==> config.mk <==
export PLATFORM = sky130hd
export DESIGN_NAME = rtc_csr
export DESIGN_NICKNAME = d
export VERILOG_FILES = /design/src/rtl/rtc_csr_pkg.sv /design/src/rtl/rtc_sticky_bit.sv /design/src/rtl/rtc_halt_ctl.sv /design/src/rtl/rtc_csr.sv
export SDC_FILE = /design/constraint.sdc
export NUM_CORES = 1
export LEC_CHECK = 0
export BUFFER_PORTS_ARGS = -buffer_cell sky130_fd_sc_hd__buf_2
export CAP_MARGIN = 20
export CORE_AREA = 2 2 39 41
export CTS_BUF_LIST = sky130_fd_sc_hd__clkbuf_16
export CTS_CLUSTER_SIZE = 10
export DETAILED_ROUTE_END_ITERATION = 8
export DIE_AREA = 0 0 41 43
export SKIP_CTS_REPAIR_TIMING = 1
export SLEW_MARGIN = 20
export SYNTH_ARGS = -nofsm -noshare
export SYNTH_HDL_FRONTEND = slang
export SYNTH_HIERARCHICAL = 1
export SYNTH_SLANG_ARGS = --single-unit
export TNS_END_PERCENT = 50
==> constraint.sdc <==
create_clock -name clk -period 1.2 [get_ports clk]
set_input_delay 0.18 -clock clk [delete_from_list [all_inputs] [get_ports clk]]
set_output_delay 0.18 -clock clk [all_outputs]
set_load 0.01 [all_outputs]
==> src/rtl/rtc_csr_pkg.sv <==
package rtc_csr_pkg;
  localparam int unsigned CSR_W    = 8;
  localparam int unsigned N_EVT    = 3;
  localparam int unsigned B_THR    = 7;
  localparam int unsigned B_LOWV   = 6;
  localparam int unsigned B_SCR    = 5;
  localparam int unsigned B_HALT   = 4;
  localparam int unsigned B_CKEN_N = 3;
  localparam logic [CSR_W-1:0] CSR_DFLT = 8'h10;
endpackage

==> src/rtl/rtc_sticky_bit.sv <==
// Flag that is set by an event, cleared by a request and forced to its
// default by a reload; set has priority over clear.
module rtc_sticky_bit #(
  parameter logic DFLT = 1'b0
) (
  input  logic clk,
  input  logic rst_n,
  input  logic reload,
  input  logic set_i,
  input  logic clr_i,
  output logic q
);
  always_ff @(posedge clk or negedge rst_n) begin
    if (!rst_n)      q <= DFLT;
    else if (reload) q <= DFLT;
    else if (set_i)  q <= 1'b1;
    else if (clr_i)  q <= 1'b0;
  end
endmodule

==> src/rtl/rtc_halt_ctl.sv <==
// Halt flag and the default-reload request that it drives.
module rtc_halt_ctl (
  input  logic clk,
  input  logic rst_n,
  input  logic halt_evt,
  input  logic chip_en,
  input  logic wr_en,
  input  logic wr_halt_bit,
  output logic halt_q,
  output logic reload
);
  logic halt_hit;
  logic halt_clr;

  assign halt_hit = halt_evt & ~chip_en;
  assign halt_clr = wr_en & ~wr_halt_bit;
  // Reload on a fresh halt, or keep reloading while the flag stays set.
  assign reload   = halt_hit | (halt_q & ~halt_clr);

  always_ff @(posedge clk or negedge rst_n) begin
    if (!rst_n)        halt_q <= 1'b1;
    else if (halt_hit) halt_q <= 1'b1;
    else if (halt_clr) halt_q <= 1'b0;
  end
endmodule

==> src/rtl/rtc_csr.sv <==
module rtc_csr
  import rtc_csr_pkg::*;
#(
  parameter int unsigned NE = N_EVT
) (
  input  logic              clk,
  input  logic              rst_n,
  input  logic              wr_en,
  input  logic [CSR_W-1:0]  wr_data,
  output logic [CSR_W-1:0]  rd_data,
  input  logic              chip_en,
  input  logic              halt_evt,
  input  logic              lowv_evt,
  input  logic [NE-1:0]     evt,
  output logic              thr_low,
  output logic              mon_en
);
  logic          halt_q;
  logic          reload;
  logic          lowv_q;
  logic          thr_q;
  logic          scr_q;
  logic          cken_n_q;
  logic [NE-1:0] flag_q;

  rtc_halt_ctl u_halt (
    .clk         (clk),
    .rst_n       (rst_n),
    .halt_evt    (halt_evt),
    .chip_en     (chip_en),
    .wr_en       (wr_en),
    .wr_halt_bit (wr_data[B_HALT]),
    .halt_q      (halt_q),
    .reload      (reload)
  );

  // Low-voltage flag: the monitor is off while it is set, so only a
  // monitored event can set it.
  rtc_sticky_bit #(.DFLT(CSR_DFLT[B_LOWV])) u_lowv (
    .clk    (clk),
    .rst_n  (rst_n),
    .reload (reload),
    .set_i  (lowv_evt & mon_en),
    .clr_i  (wr_en & ~wr_data[B_LOWV]),
    .q      (lowv_q)
  );

  for (genvar i = 0; i < NE; i++) begin : g_flag
    rtc_sticky_bit #(.DFLT(CSR_DFLT[i])) u_flag (
      .clk    (clk),
      .rst_n  (rst_n),
      .reload (reload),
      .set_i  (evt[i]),
      .clr_i  (wr_en & ~wr_data[i]),
      .q      (flag_q[i])
    );
  end

  always_ff @(posedge clk or negedge rst_n) begin
    if (!rst_n) begin
      thr_q    <= CSR_DFLT[B_THR];
      scr_q    <= CSR_DFLT[B_SCR];
      cken_n_q <= CSR_DFLT[B_CKEN_N];
    end else if (reload) begin
      thr_q    <= CSR_DFLT[B_THR];
      scr_q    <= CSR_DFLT[B_SCR];
      cken_n_q <= CSR_DFLT[B_CKEN_N];
    end else if (wr_en) begin
      thr_q    <= wr_data[B_THR];
      scr_q    <= wr_data[B_SCR];
      cken_n_q <= wr_data[B_CKEN_N];
    end
  end

  assign rd_data = {thr_q, lowv_q, scr_q, halt_q, cken_n_q, flag_q};
  assign thr_low = thr_q;
  assign mon_en  = ~lowv_q;
endmodule

==> out/metrics.csv <==
metric,value,unit
dieArea,1760,sq um
io_pins,27,
crit_buf_inv,0,
grt_pass1_vias,308,
cts_buffers,3,
status,"finished, final reports clean",
final_cell_area,627,sq um
pwr_density_cell,1640,nW/um^2
criticalPathCategory,flop to flop,
synth_cell_types,12,
peakVddDrop,0.888,mV
final_common_cell,buf_2,
ys_ff_latch,8,
start_util,31.6,%
cp_slowest_cell,dfstp_2,
syn_area_per_cell,10.4,sq um
fin_util,45.3,%
slowest_delay,530,ps
grt_pass1_wl,1.26,mm
fin_crit,1100,ps
finalHoldViolCount,0,
diodes,0,
synthTopCellsByArea,"dfrtp_1 40%, buf_4 8.6%, a21oi_2 8.0%, nor2b_1 7.2%, mux2i_1 6.9%",
cts-htree-levels,1,
finalCritPeriodShare,91.3,%
avgRoutedWirePerCell,9.84,um
antenna_found_initial,0,
grt_start_max_net_pins,9,
cp_cell_sequence,a22o_1 -> nor2_1,
synth-seq-area-share,46.1,%
netlist_instances,42,
final_nets,85,
synth_area,437,sq um
final_cell_mix,"26 x buf_2, 7 x inv_1, 7 x dfrtp_1",
fp.dieH,43,um
grt_overflow,0,
setup_viol,0,
routabilityCongestion,0.683,
seq_area,201,sq um
required,1300,ps
rr_startpoint,u_halt/halt_q,
total_power,1.03,mW
yosysWarnings,6,
portBuffers,26,
startpoint,u_halt/halt_q,
synth_top_area_cell,dfrtp_1,
remaining_drc_errors,0,
drt_iter0_markers,4,
wl,817,um
vias,341,
arrival,1190,ps
p_leak,0.351,nW
hold_ws,179,ps
cts_sinks,8,
maxCapViolations,0,
drtAntennaViolNets,0,
cts_tree,built,
tightest_slew,349,ps
critical_path.max_fanout,7,
syn_nets,59,
core,1380,sq um
cts_buffer_depth,2,
hpwlAfterDp,660,um
hp-class,primary input to flop,
fillers,134,
grt_use_total,11.1,%
clkTransAtPathRegs,40,ps
area_delta_synth_final,43.6,%
die_w,41,um
layout-drive-gt1-share,52.2,%
multiInputGateArea,164,sq um
finalSetupTns,0,ps
cts-root-buf,clkbuf_16,
dpl_cell_area,538,sq um
netlist.area_leader.share,40.1,%
drtPass1Iterations,2,
critPathLaunchType,flop,
max_freq,913,MHz
rsz0062_at_grt,false,
finalClockSkew,1.07,ps
critPathTopFamily,flip-flops,
vias_per_cell,4.11,
report.final.slew_viol_count,0,
clock_latency,230,ps
rows,14,
endpoint_kind,flop,
hp-start,evt[0],
relSlewSlack,76.8,%
[worst paths after layout]
path / slack (ps) / end / depth (start not counted)
max in group asynchronous: 650 / u_halt/halt_q / 2
max reg2reg: 100 / cken_n_q / 2
min in group asynchronous: 320 / cken_n_q / 2
min: 180 / g_flag[0].u_flag/q / 3
max: 100 / cken_n_q / 2
min reg2reg: 540 / thr_low / 2
[per-stage QoR]
| step | instances | worst slack, ps |
|---|---|---|
| final | 83 | 105 |
| after global routing | 83 | 45.6 |
| after CTS | 82 | 94.8 |
| after detailed placement | 78 | 101 |
| after global placement | 78 | 157 |
| after floorplan | 42 | 212 |
[layer usage]
layer  vias to the layer above  share of wire (%)  GRT usage (%)
met5                         -                  0              0
met4                         0                  0           6.00
met3                         0                8.7           4.71
met2                        17                 45           15.9
met1                       149                 46           13.5
li1                        175                  -              -
[logic make-up (layout without fill, tap and decap cells)]
family | Yosys count | in the layout | share of synthesized area, %
mux | 3 | 3 | 6.88
compound gates | 6 | 6 | 12.0
buf+inv | 12 | 37 | 16.3
flops | 8 | 8 | 46.1
simple gates | 13 | 13 | 18.6
[layout make-up]
cell class / count / area share [%]
clock inverters: 1 / 0.599
well taps: 16 / 3.19
clock buffers: 3 / 12.0
flip-flops and latches: 8 / 32.1
inverters: 6 / 3.59
multi-input cells: 22 / 26.1
repair buffers: 27 / 22.4
[registers in the layout, indices dropped and copies added, names as in the netlist]
register and flops:
u_lowv/q 1, scr_q 1, cken_n_q 1, g_flag.u_flag/q 3
u_halt/halt_q 1, thr_low 1
[cells in the mapped netlist]
master    n
nor2_1    3
nand2b_4  1
buf_6     1
buf_4     5
a21oi_2   4
nand2b_1  4
a22o_1    2
nor2b_1   5
dfstp_2   1
inv_1     6
mux2i_1   3
dfrtp_1   7
[worst reg2reg max path, delay by kind of cell (launching register included)]
kind	cells	cell delay, ps
flip-flops	1	530
AO/OA/AOI/OAI	1	340
AND/OR/NAND/NOR	1	100
[report_power, final]
part           internal [mW]  leakage, nW  total, mW  switching (mW)
clock                  0.433       0.0423      0.558           0.124
combinational         0.0762        0.207      0.156          0.0798
sequential             0.301        0.102      0.316          0.0152
total                  0.810        0.351       1.03           0.219
No activity file was read; power rests on OpenSTA's default activity.
